<file path="src/rtl/cg_pkg.sv">
package cg_pkg;
   typedef enum logic [1:0] {
      RK_VERIFY  = 2'b00,
      RK_SIG     = 2'b01,
      RK_TBL_INT = 2'b10,
      RK_TBL_EXT = 2'b11
   } rd_kind_e;

   typedef enum logic [1:0] {
      WT_CODE = 2'b00,
      WT_KEY  = 2'b01,
      WT_LOCK = 2'b10,
      WT_NONE = 2'b11
   } wr_tgt_e;

   typedef enum logic [1:0] {
      PL_OPEN        = 2'd0,
      PL_NO_EXT_TBL  = 2'd1,
      PL_NO_VERIFY   = 2'd2,
      PL_NO_EXT_EXEC = 2'd3
   } prot_lvl_e;

   localparam logic [7:0] BLOCK_FILL = 8'hFF;
   localparam int         LOCK_BITS  = 3;
endpackage

</file>
<file path="src/rtl/cg_lock_decode.sv">
module cg_lock_decode
   import cg_pkg::*;
#(
   parameter bit UNDEF_AS_MAX = 1'b1
) (
   input  logic [LOCK_BITS-1:0] lock,
   output prot_lvl_e            level
);
   generate
      if (UNDEF_AS_MAX) begin : g_strict
         always_comb begin
            unique case (lock)
               3'b111:  level = PL_OPEN;
               3'b110:  level = PL_NO_EXT_TBL;
               3'b100:  level = PL_NO_VERIFY;
               default: level = PL_NO_EXT_EXEC;
            endcase
         end
      end else begin : g_count
         logic [1:0] n_prog;
         always_comb begin
            n_prog = 2'd0;
            for (int i = 0; i < LOCK_BITS; i++)
               n_prog = n_prog + {1'b0, ~lock[i]};
            level = prot_lvl_e'(n_prog);
         end
      end
   endgenerate
endmodule

</file>
<file path="src/rtl/cg_nv_store.sv">
module cg_nv_store
   import cg_pkg::*;
#(
   parameter int ADDR_W    = 8,
   parameter int KEY_DEPTH = 64
) (
   input  logic                 clk,
   input  logic                 erase,
   input  logic                 code_we,
   input  logic                 key_we,
   input  logic                 lock_we,
   input  logic [ADDR_W-1:0]    wr_addr,
   input  logic [7:0]           wr_data,
   input  logic [ADDR_W-1:0]    rd_addr,
   output logic [7:0]           code_rd,
   output logic [7:0]           key_rd,
   output logic [LOCK_BITS-1:0] lock_q
);
   localparam int CODE_DEPTH = 1 << ADDR_W;
   localparam int KEY_IDX_W  = $clog2(KEY_DEPTH);

   logic [7:0] code_mem [CODE_DEPTH];
   logic [7:0] key_mem  [KEY_DEPTH];

   always_ff @(posedge clk) begin
      if (erase) begin
         for (int i = 0; i < CODE_DEPTH; i++) code_mem[i] <= 8'hFF;
         for (int k = 0; k < KEY_DEPTH; k++)  key_mem[k]  <= 8'hFF;
         lock_q <= '1;
      end else begin
         if (code_we) code_mem[wr_addr] <= wr_data;
         if (key_we)  key_mem[wr_addr[KEY_IDX_W-1:0]] <= wr_data;
         if (lock_we) begin
            case (wr_addr[1:0])
               2'd0:    lock_q[0] <= 1'b0;
               2'd1:    lock_q[1] <= 1'b0;
               2'd2:    lock_q[2] <= 1'b0;
               default: ;
            endcase
         end
      end
   end

   assign code_rd = code_mem[rd_addr];
   assign key_rd  = key_mem[rd_addr[KEY_IDX_W-1:0]];
endmodule

</file>
<file path="src/rtl/cg_sig_rom.sv">
module cg_sig_rom #(
   parameter logic [7:0] DEV_CODE = 8'hFC
) (
   input  logic [7:0] addr,
   output logic [7:0] data
);
   always_comb begin
      case (addr)
         8'h30:   data = 8'h89;
         8'h31:   data = 8'h58;
         8'h60:   data = DEV_CODE;
         default: data = 8'hFF;
      endcase
   end
endmodule

</file>
<file path="src/rtl/code_guard.sv">
module code_guard
   import cg_pkg::*;
#(
   parameter int         ADDR_W       = 8,
   parameter int         KEY_DEPTH    = 64,
   parameter logic [7:0] DEV_CODE     = 8'hFC,
   parameter bit         UNDEF_AS_MAX = 1'b1
) (
   input  logic              clk,
   input  logic              rst_n,
   input  logic              erase,
   input  logic              ea_pin,
   input  logic              wr_en,
   input  logic [1:0]        wr_tgt,
   input  logic [ADDR_W-1:0] wr_addr,
   input  logic [7:0]        wr_data,
   input  logic              rd_en,
   input  logic [1:0]        rd_kind,
   input  logic [ADDR_W-1:0] rd_addr,
   output logic [7:0]        rd_data,
   output logic              rd_valid,
   output logic              rd_blocked,
   output logic [1:0]        prot_level,
   output logic              ea_eff,
   output logic              ext_exec_ok
);
   localparam int KEY_IDX_W = $clog2(KEY_DEPTH);

   generate
      if (ADDR_W < 8) begin : g_bad_addr
         $error("code_guard: ADDR_W must be at least 8");
      end
      if (KEY_DEPTH != (1 << KEY_IDX_W) || KEY_DEPTH > (1 << ADDR_W)) begin : g_bad_key
         $error("code_guard: KEY_DEPTH must be a power of two not above the code depth");
      end
      if (DEV_CODE < 8'hFA || DEV_CODE > 8'hFC) begin : g_bad_dev
         $error("code_guard: DEV_CODE out of range");
      end
   endgenerate

   prot_lvl_e            lvl;
   logic [LOCK_BITS-1:0] lock_q;
   logic [7:0]           code_rd, key_rd, sig_rd;
   logic                 lvl_ge1, lvl_ge2;
   logic                 code_we, key_we, lock_we;
   logic                 ea_lat;
   logic [7:0]           rd_mux;
   logic                 blk_mux;
   wr_tgt_e              tgt;
   rd_kind_e             kind;

   assign tgt  = wr_tgt_e'(wr_tgt);
   assign kind = rd_kind_e'(rd_kind);

   cg_lock_decode #(.UNDEF_AS_MAX(UNDEF_AS_MAX)) u_dec (
      .lock (lock_q),
      .level(lvl)
   );

   assign lvl_ge1 = (lvl != PL_OPEN);
   assign lvl_ge2 = (lvl == PL_NO_VERIFY) || (lvl == PL_NO_EXT_EXEC);

   assign code_we = wr_en && (tgt == WT_CODE) && !lvl_ge1;
   assign key_we  = wr_en && (tgt == WT_KEY)  && !lvl_ge1;
   assign lock_we = wr_en && (tgt == WT_LOCK);

   cg_nv_store #(.ADDR_W(ADDR_W), .KEY_DEPTH(KEY_DEPTH)) u_nv (
      .clk    (clk),
      .erase  (erase),
      .code_we(code_we),
      .key_we (key_we),
      .lock_we(lock_we),
      .wr_addr(wr_addr),
      .wr_data(wr_data),
      .rd_addr(rd_addr),
      .code_rd(code_rd),
      .key_rd (key_rd),
      .lock_q (lock_q)
   );

   cg_sig_rom #(.DEV_CODE(DEV_CODE)) u_sig (
      .addr(rd_addr[7:0]),
      .data(sig_rd)
   );

   always_comb begin
      blk_mux = 1'b0;
      rd_mux  = code_rd;
      unique case (kind)
         RK_VERIFY: begin
            blk_mux = lvl_ge2;
            rd_mux  = lvl_ge2 ? BLOCK_FILL : ~(code_rd ^ key_rd);
         end
         RK_SIG:     rd_mux = sig_rd;
         RK_TBL_INT: rd_mux = code_rd;
         RK_TBL_EXT: begin
            blk_mux = lvl_ge1;
            rd_mux  = lvl_ge1 ? BLOCK_FILL : code_rd;
         end
      endcase
   end

   always_ff @(posedge clk) begin
      if (!rst_n) begin
         rd_valid   <= 1'b0;
         rd_blocked <= 1'b0;
         rd_data    <= 8'h00;
      end else begin
         rd_valid <= rd_en;
         if (rd_en) begin
            rd_blocked <= blk_mux;
            rd_data    <= rd_mux;
         end
      end
   end

   always_ff @(posedge clk) begin
      if (!rst_n) ea_lat <= ea_pin;
   end

   assign ea_eff      = lvl_ge1 ? ea_lat : ea_pin;
   assign ext_exec_ok = (lvl != PL_NO_EXT_EXEC);
   assign prot_level  = lvl;

   a_r11_valid_pulse: assert property (@(posedge clk) disable iff (!rst_n)
      rd_en |=> rd_valid);
   a_r11_no_spurious: assert property (@(posedge clk) disable iff (!rst_n)
      !rd_en |=> !rd_valid);
   a_r1_erase_opens: assert property (@(posedge clk) disable iff (!rst_n)
      erase |=> (prot_level == 2'd0));
   a_r7_verify_locked: assert property (@(posedge clk) disable iff (!rst_n)
      (rd_en && rd_kind == 2'b00 && !lock_q[0] && !lock_q[1]) |=> (rd_blocked && rd_data == 8'hFF));
   a_r4_ext_tbl_locked: assert property (@(posedge clk) disable iff (!rst_n)
      (rd_en && rd_kind == 2'b11 && !lock_q[0]) |=> rd_blocked);
   a_r10_int_tbl_open: assert property (@(posedge clk) disable iff (!rst_n)
      (rd_en && rd_kind == 2'b10) |=> !rd_blocked);
   a_r9_sig_open: assert property (@(posedge clk) disable iff (!rst_n)
      (rd_en && rd_kind == 2'b01) |=> !rd_blocked);
   a_r8_no_exec: assert property (@(posedge clk) disable iff (!rst_n)
      (lock_q == 3'b000) |-> !ext_exec_ok);
   a_r6_ea_frozen: assert property (@(posedge clk) disable iff (!rst_n)
      (prot_level != 2'd0 && !erase) |=> $stable(ea_eff));
endmodule

</file>
<file path="config.mk">
export PLATFORM = sky130hd
export DESIGN_NAME = code_guard
export DESIGN_NICKNAME = d
export VERILOG_FILES = /design/src/rtl/cg_pkg.sv /design/src/rtl/cg_lock_decode.sv /design/src/rtl/cg_nv_store.sv /design/src/rtl/cg_sig_rom.sv /design/src/rtl/code_guard.sv
export SDC_FILE = /design/constraint.sdc
export NUM_CORES = 2
export LEC_CHECK = 0
export ABC_AREA = 1
export BUFFER_PORTS_ARGS = -buffer_cell sky130_fd_sc_hd__buf_2
export CORE_AREA = 2 2 340 678
export DETAILED_ROUTE_END_ITERATION = 16
export DIE_AREA = 0 0 342 680
export GPL_TIMING_DRIVEN = 0
export PLACE_DENSITY = 0.68
export SYNTH_ARGS = -nofsm -noshare
export SYNTH_HDL_FRONTEND = slang
export SYNTH_SLANG_ARGS = --single-unit
</file>
<file path="constraint.sdc">
create_clock -name clk -period 3 [get_ports clk]
set_clock_uncertainty 0.1 [all_clocks]
set_input_delay 0 -clock clk [delete_from_list [all_inputs] [get_ports clk]]
set_output_delay 0 -clock clk [all_outputs]
set_load 0.1 [all_outputs]
</file>
==> impl_metrics.yaml, run 1 <==
synthesis:
  synthFlopType: "edfxtp_1"
  yosysWarningCount: 0
  synth.distinct_cells: 36
  synth-edff-count: 2561
  syn_inst: 12900
  synth_seq_cells: 2574
  syn_area_per_cell_sq_um: 9.25
  synth.cell_area_sq_um: 120000
  synth_nets: 13000
  yosysSeqAreaShare_pct: 64.4
  synth-async-reset-ratio_pct: 0
place:
  place_ws_ns: -1.94
  dpl.hpwl_mm: 526
  portBuffers: 41
  gp_congestion: 1.22
  placed_area_sq_um: 125000
floorplanning:
  die_x_um: 342
  io-pin-count: 48
  rows: 248
  die_y_um: 680
  initial_core_util_pct: 52.6
global_routing:
  grt_use_total_pct: 72.2
  grt_pass1_vias: 122000
  grt_overflow_total: 1449
  grt_pass1_wl_mm: 1180
  grt_max_degree: 17
clocking:
  cts_buffer_depth: 4
  cts_buffers: 227
  root_buffer: "clkbuf_16"
  cts_sinks: 2574
  htreeDepth: 4
outcome:
  firstError: "[ERROR GRT-0116] Global routing finished with congestion. Check the congestion regions in the DRC Viewer."
  outcome: "did not finish"
  stop_stage: "global routing"
[per-layer routing]
layer,GRT overflow,track usage (%)
met3,32,52.9
met2,835,92.3
met1,14,69.8
met5,3,25.7
met4,565,75.6
[logic make-up after synthesis]
logic type | count (synthesis) | share of synthesized area (%)
AO/OA/AOI/OAI | 939 | 4.31
multiplexers | 1 | 0.00940
adder cells (fa/ha/maj) | 5 | 0.0522
AND/OR/NAND/NOR | 7687 | 25.2
flip-flops | 2574 | 64.4
buffers and inverters | 1734 | 5.96
[timing repair]
action,CTS
hold buffers,28
endpoints found under the hold margin,80
pin swaps,51
setup endpoints to repair,4622
buffers inserted,113
resized for setup,844
[synthesized netlist by cell type, drive strengths merged (15+ instances only)]
cell type | n | area [sq um]
clkbuf | 481 | 1810
nand4 | 59 | 369
buf | 417 | 2180
o21ai | 549 | 2750
nand2 | 5777 | 21700
nor2 | 941 | 3540
inv | 799 | 3000
nand3 | 875 | 4380
o211ai | 60 | 450
a21oi | 238 | 1190
edfxtp | 2561 | 76900
clkinv | 37 | 139
nand3b | 15 | 113
o221ai | 64 | 561
[through the flow]
step / cells / hold slack (ns)
2_1_floorplan: 12900 / -0.00237
3_3_place_gp: 16000 / 0.0927
3_5_place_dp: 16000 / 0.0976
4_1_cts: 16600 / 0.00280
==> inputs of run 2 (changes only) <==
--- a/config.mk
+++ b/config.mk
@@ -7,11 +7,11 @@
 export LEC_CHECK = 0
 export ABC_AREA = 1
 export BUFFER_PORTS_ARGS = -buffer_cell sky130_fd_sc_hd__buf_2
-export CORE_AREA = 2 2 340 678
+export CORE_AREA = 2 2 565 567
 export DETAILED_ROUTE_END_ITERATION = 16
-export DIE_AREA = 0 0 342 680
+export DIE_AREA = 0 0 567 569
 export GPL_TIMING_DRIVEN = 0
-export PLACE_DENSITY = 0.68
+export PLACE_DENSITY_LB_ADDON = 0.15
 export SYNTH_ARGS = -nofsm -noshare
 export SYNTH_HDL_FRONTEND = slang
 export SYNTH_SLANG_ARGS = --single-unit
==> impl_metrics.yaml, run 2 <==
outcome:
  outcome: "finished with violations"
  violations: "hold timing, capacitance limit, slew limit, setup timing"
synthesis:
  synth-edff-count: 2561
  synth-async-reset-ratio_pct: 0
  synth.cell_area_sq_um: 120000
  yosysWarningCount: 0
  yosysSeqAreaShare_pct: 64.4
  synth_top_area_share_pct: 64.2
  synthFlopType: "edfxtp_1"
  synth.distinct_cells: 36
  synth_seq_cells: 2574
  synth_area_leader_cell: "edfxtp_1"
  syn_area_per_cell_sq_um: 9.25
  syn_inst: 12900
  synth_area_leaders: "edfxtp_1 64%, nand2_1 18%, nand3_1 3.7%, nor2_1 2.9%, inv_1 2.5%"
  synth_top_cells_by_count: "5776 x nand2_1, 2561 x edfxtp_1, 938 x nor2_1, 875 x nand3_1, 787 x inv_1"
  yosysMostFrequentCell: "nand2_1"
  synth_nets: 13000
critical_path:
  path_cells: "buf_4 -> clkbuf_2 -> clkbuf_1 -> nand4_1 -> nand3_1 -> a21oi_1 -> nor2_1 -> nand2_1 -> nand3_1 -> nand2_1 -> nand2_1 -> nand3_1 -> nand3_1 -> a21oi_1"
  cp.buffers_inverters: 3
  crit_path_end_kind: "register"
  crit_top_cell: "nand3_1"
  critPathRequiredTime_ns: 3.78
  critPathCapture: "rd_data[0]$_SDFFE_PN0P_"
  worstSetupPathType: "in2reg"
  r2r_slack_ns: -0.16
  rr_worst_depth: 8
  path_delay_family: "buffers and inverters"
  critical_path.max_fanout: 11
  crit_path_start: "rd_addr[2]"
  startpoint_type: "input pin"
  max_stage_delay_ns: 1.22
  r2r_start: "u_nv.lock_q[0]$_SDFFE_PP1P_"
  worst-path-stages: 14
  slowest_stage: "clkbuf_1"
  r2r_end: "u_nv.key_mem[14][0]$_SDFFCE_PN1P_"
  critical_path_arrival_ns: 4.20
drt:
  wire_per_inst_um: 35.9
  routed_wl_mm: 645
  vias: 107000
  ant_nets: 0
  vias_per_cell: 5.93
  drc_errors: 0
  drtIter0Drc: 19400
  firstDrtPassIters: 6
pwr:
  comb_power_share_pct: 11.2
  p_leak_nw: 47.1
  clkPwrFrac_pct: 42.4
  power_per_cell_area_nw_per_um2: 601
  sequentialPowerShare_pct: 46.4
  swShare_pct: 28.4
  p_sw_w: 0.0242
  peakVddDrop_mv: 0.435
  intPower_w: 0.0609
finish:
  nets: 13600
  area_delta_synth_final_pct: 18.3
  regMostFlops: "u_nv.code_mem"
  layout_common_cells: "5773 x nand2_1, 2561 x edfxtp_1, 870 x nand3_1, 754 x inv_1, 714 x nor2_1"
  largest_reg_flops: 2048
  top_regs: "u_nv.code_mem: 2048 flops, u_nv.key_mem: 512 flops, rd_data: 8 flops"
  layout_commonest_cell: "nand2_1"
  fin_util_pct: 44.7
  layout.cells.non_filler: 18000
  final_area_sq_um: 142000
  num-fill-cells: 30700
  layout-drive-gt1-share_pct: 12.1
timing:
  layout_setup_ws_ns: -0.418
  slew_headroom_pct: -12.1
  max_freq_mhz: 293
  setup-tns-final_ns: -57.90
  finalCriticalPeriod_ns: 3.42
  slew_violations: 115
  worst_pin_slew_ns: 1.68
  finalSetupViolations: 1181
  final.period_utilization_pct: 114
  rsz0062_at_grt: "true"
  fin_hold_ws_ns: -0.0182
  finalHoldViolCount: 7
place:
  dpl.hpwl_mm: 454
  placed_area_sq_um: 126000
  portBuffers: 41
  dp_cells: 17200
  gp_congestion: 1.05
floorplanning:
  initial_core_util_pct: 37.8
  rows: 207
  core_area_sq_um: 317000
  die_x_um: 567
  io-pin-count: 48
  design.die.area_sq_um: 323000
  die_y_um: 569
global_routing:
  grt_pass1_vias: 95600
  grt_pass1_wl_mm: 843
  grt_overflow_total: 0
  antenna_found_initial: 90
  grt_use_total_pct: 38.9
  grt_max_degree: 14
clocking:
  cts_sinks: 2574
  cts_buffers: 298
  htreeDepth: 5
  root_buffer: "clkbuf_16"
  cts_tree: "yes"
  cts.clk_slew.worst_paths_ns: 0.06
  cts_buffer_depth: 4
  clk_latency_ns: 1.00
run:
  max-cap-violations: 13
min_path:
  hold_class: "in2reg"
## run 2: cell counts after synthesis
Identical to the previous run, type by type.
## run 2: logic make-up after synthesis
kind of cell	after synthesis	share of synthesized area [%]
and+or+nand+nor	7687	25.2
DFF	2574	64.4
buffers and inverters	1734	5.96
AOI/OAI and AO/OA	939	4.31
adders and majority gates	5	0.0522
muxes	1	0.00940
## run 2: per-stage QoR
stage	setup WS, ns	total power, W
3_5_place_dp	-1.90	0.0485
3_3_place_gp	-2.62	0.0485
4_1_cts	-0.243	0.0838
2_1_floorplan	0.125	0.0438
6_report	-0.418	0.0851
5_1_grt	-0.243	0.0858
## run 2: final cells by class
class | instances | area [sq um] | area share (%)
clock buffers | 380 | 7930 | 5.60
flip-flops and latches | 2574 | 77200 | 54.5
inverters | 836 | 3280 | 2.31
clock inverters | 144 | 1200 | 0.850
well taps | 4180 | 5230 | 3.69
plain buffers | 897 | 4440 | 3.14
multi-input cells | 8632 | 38800 | 27.4
diodes | 68 | 170 | 0.120
repair buffers | 286 | 3340 | 2.36
## run 2: worst min path at each step
stage | end | slack, ns | from | cells past startpoint
6_report | u_nv.key_mem[43][7]$_SDFFCE_PN1P_ | -0.02 | wr_addr[4] | 5
4_1_cts | u_nv.key_mem[42][0]$_SDFFCE_PN1P_ | 0.01 | wr_addr[4] | 5
5_1_grt | u_nv.key_mem[43][5]$_SDFFCE_PN1P_ | -0.03 | wr_addr[4] | 5
3_3_place_gp | ea_lat$_DFFE_PN_ | 0.09 | ea_pin | 1
3_5_place_dp | ea_lat$_DFFE_PN_ | 0.10 | ea_pin | 1
2_1_floorplan | rd_valid$_SDFF_PN0_ | -0.002 | rst_n | 2
## run 2: routing by layer
metal	up-vias	wire, um	global-route usage [%]	share of wire (%)
met4	41	54700	28.5	8.5
met5	-	514	0.268	0.080
met1	52100	228000	48.8	35
li1	43700	-	-	-
met3	2059	102000	15.6	16
met2	8869	260000	54.0	40
## run 2: tightest hold or removal path, delay by kind of cell
family | cells | cell delay [ns]
simple gates | 3 | 0.42
buf+inv | 2 | 0.53
## run 2: what timing repair did
item | 4_1_cts | 5_1_grt
endpoints found under the setup margin | 4673 | 3876
setup buffers | 105 | 35
hold buffers | 29 | 0
gates cloned | 0 | 2
endpoints found under the hold margin | 89 | 0
resized for setup | 854 | 409
pin swaps | 51 | 38
## run 2: power by group through the flow
| stage | registers, W | logic (W) | clock network [W] |
|---|---|---|---|
| final | 0.0395 | 0.00955 | 0.0361 |
| after detailed placement | 0.0403 | 0.00829 | 0 |
| after floorplan | 0.0403 | 0.00352 | 0 |
| after CTS | 0.0395 | 0.00873 | 0.0356 |
| after global routing | 0.0394 | 0.00937 | 0.0370 |
| after global placement | 0.0403 | 0.00818 | 0 |
No activity file was read; power rests on OpenSTA's default activity.
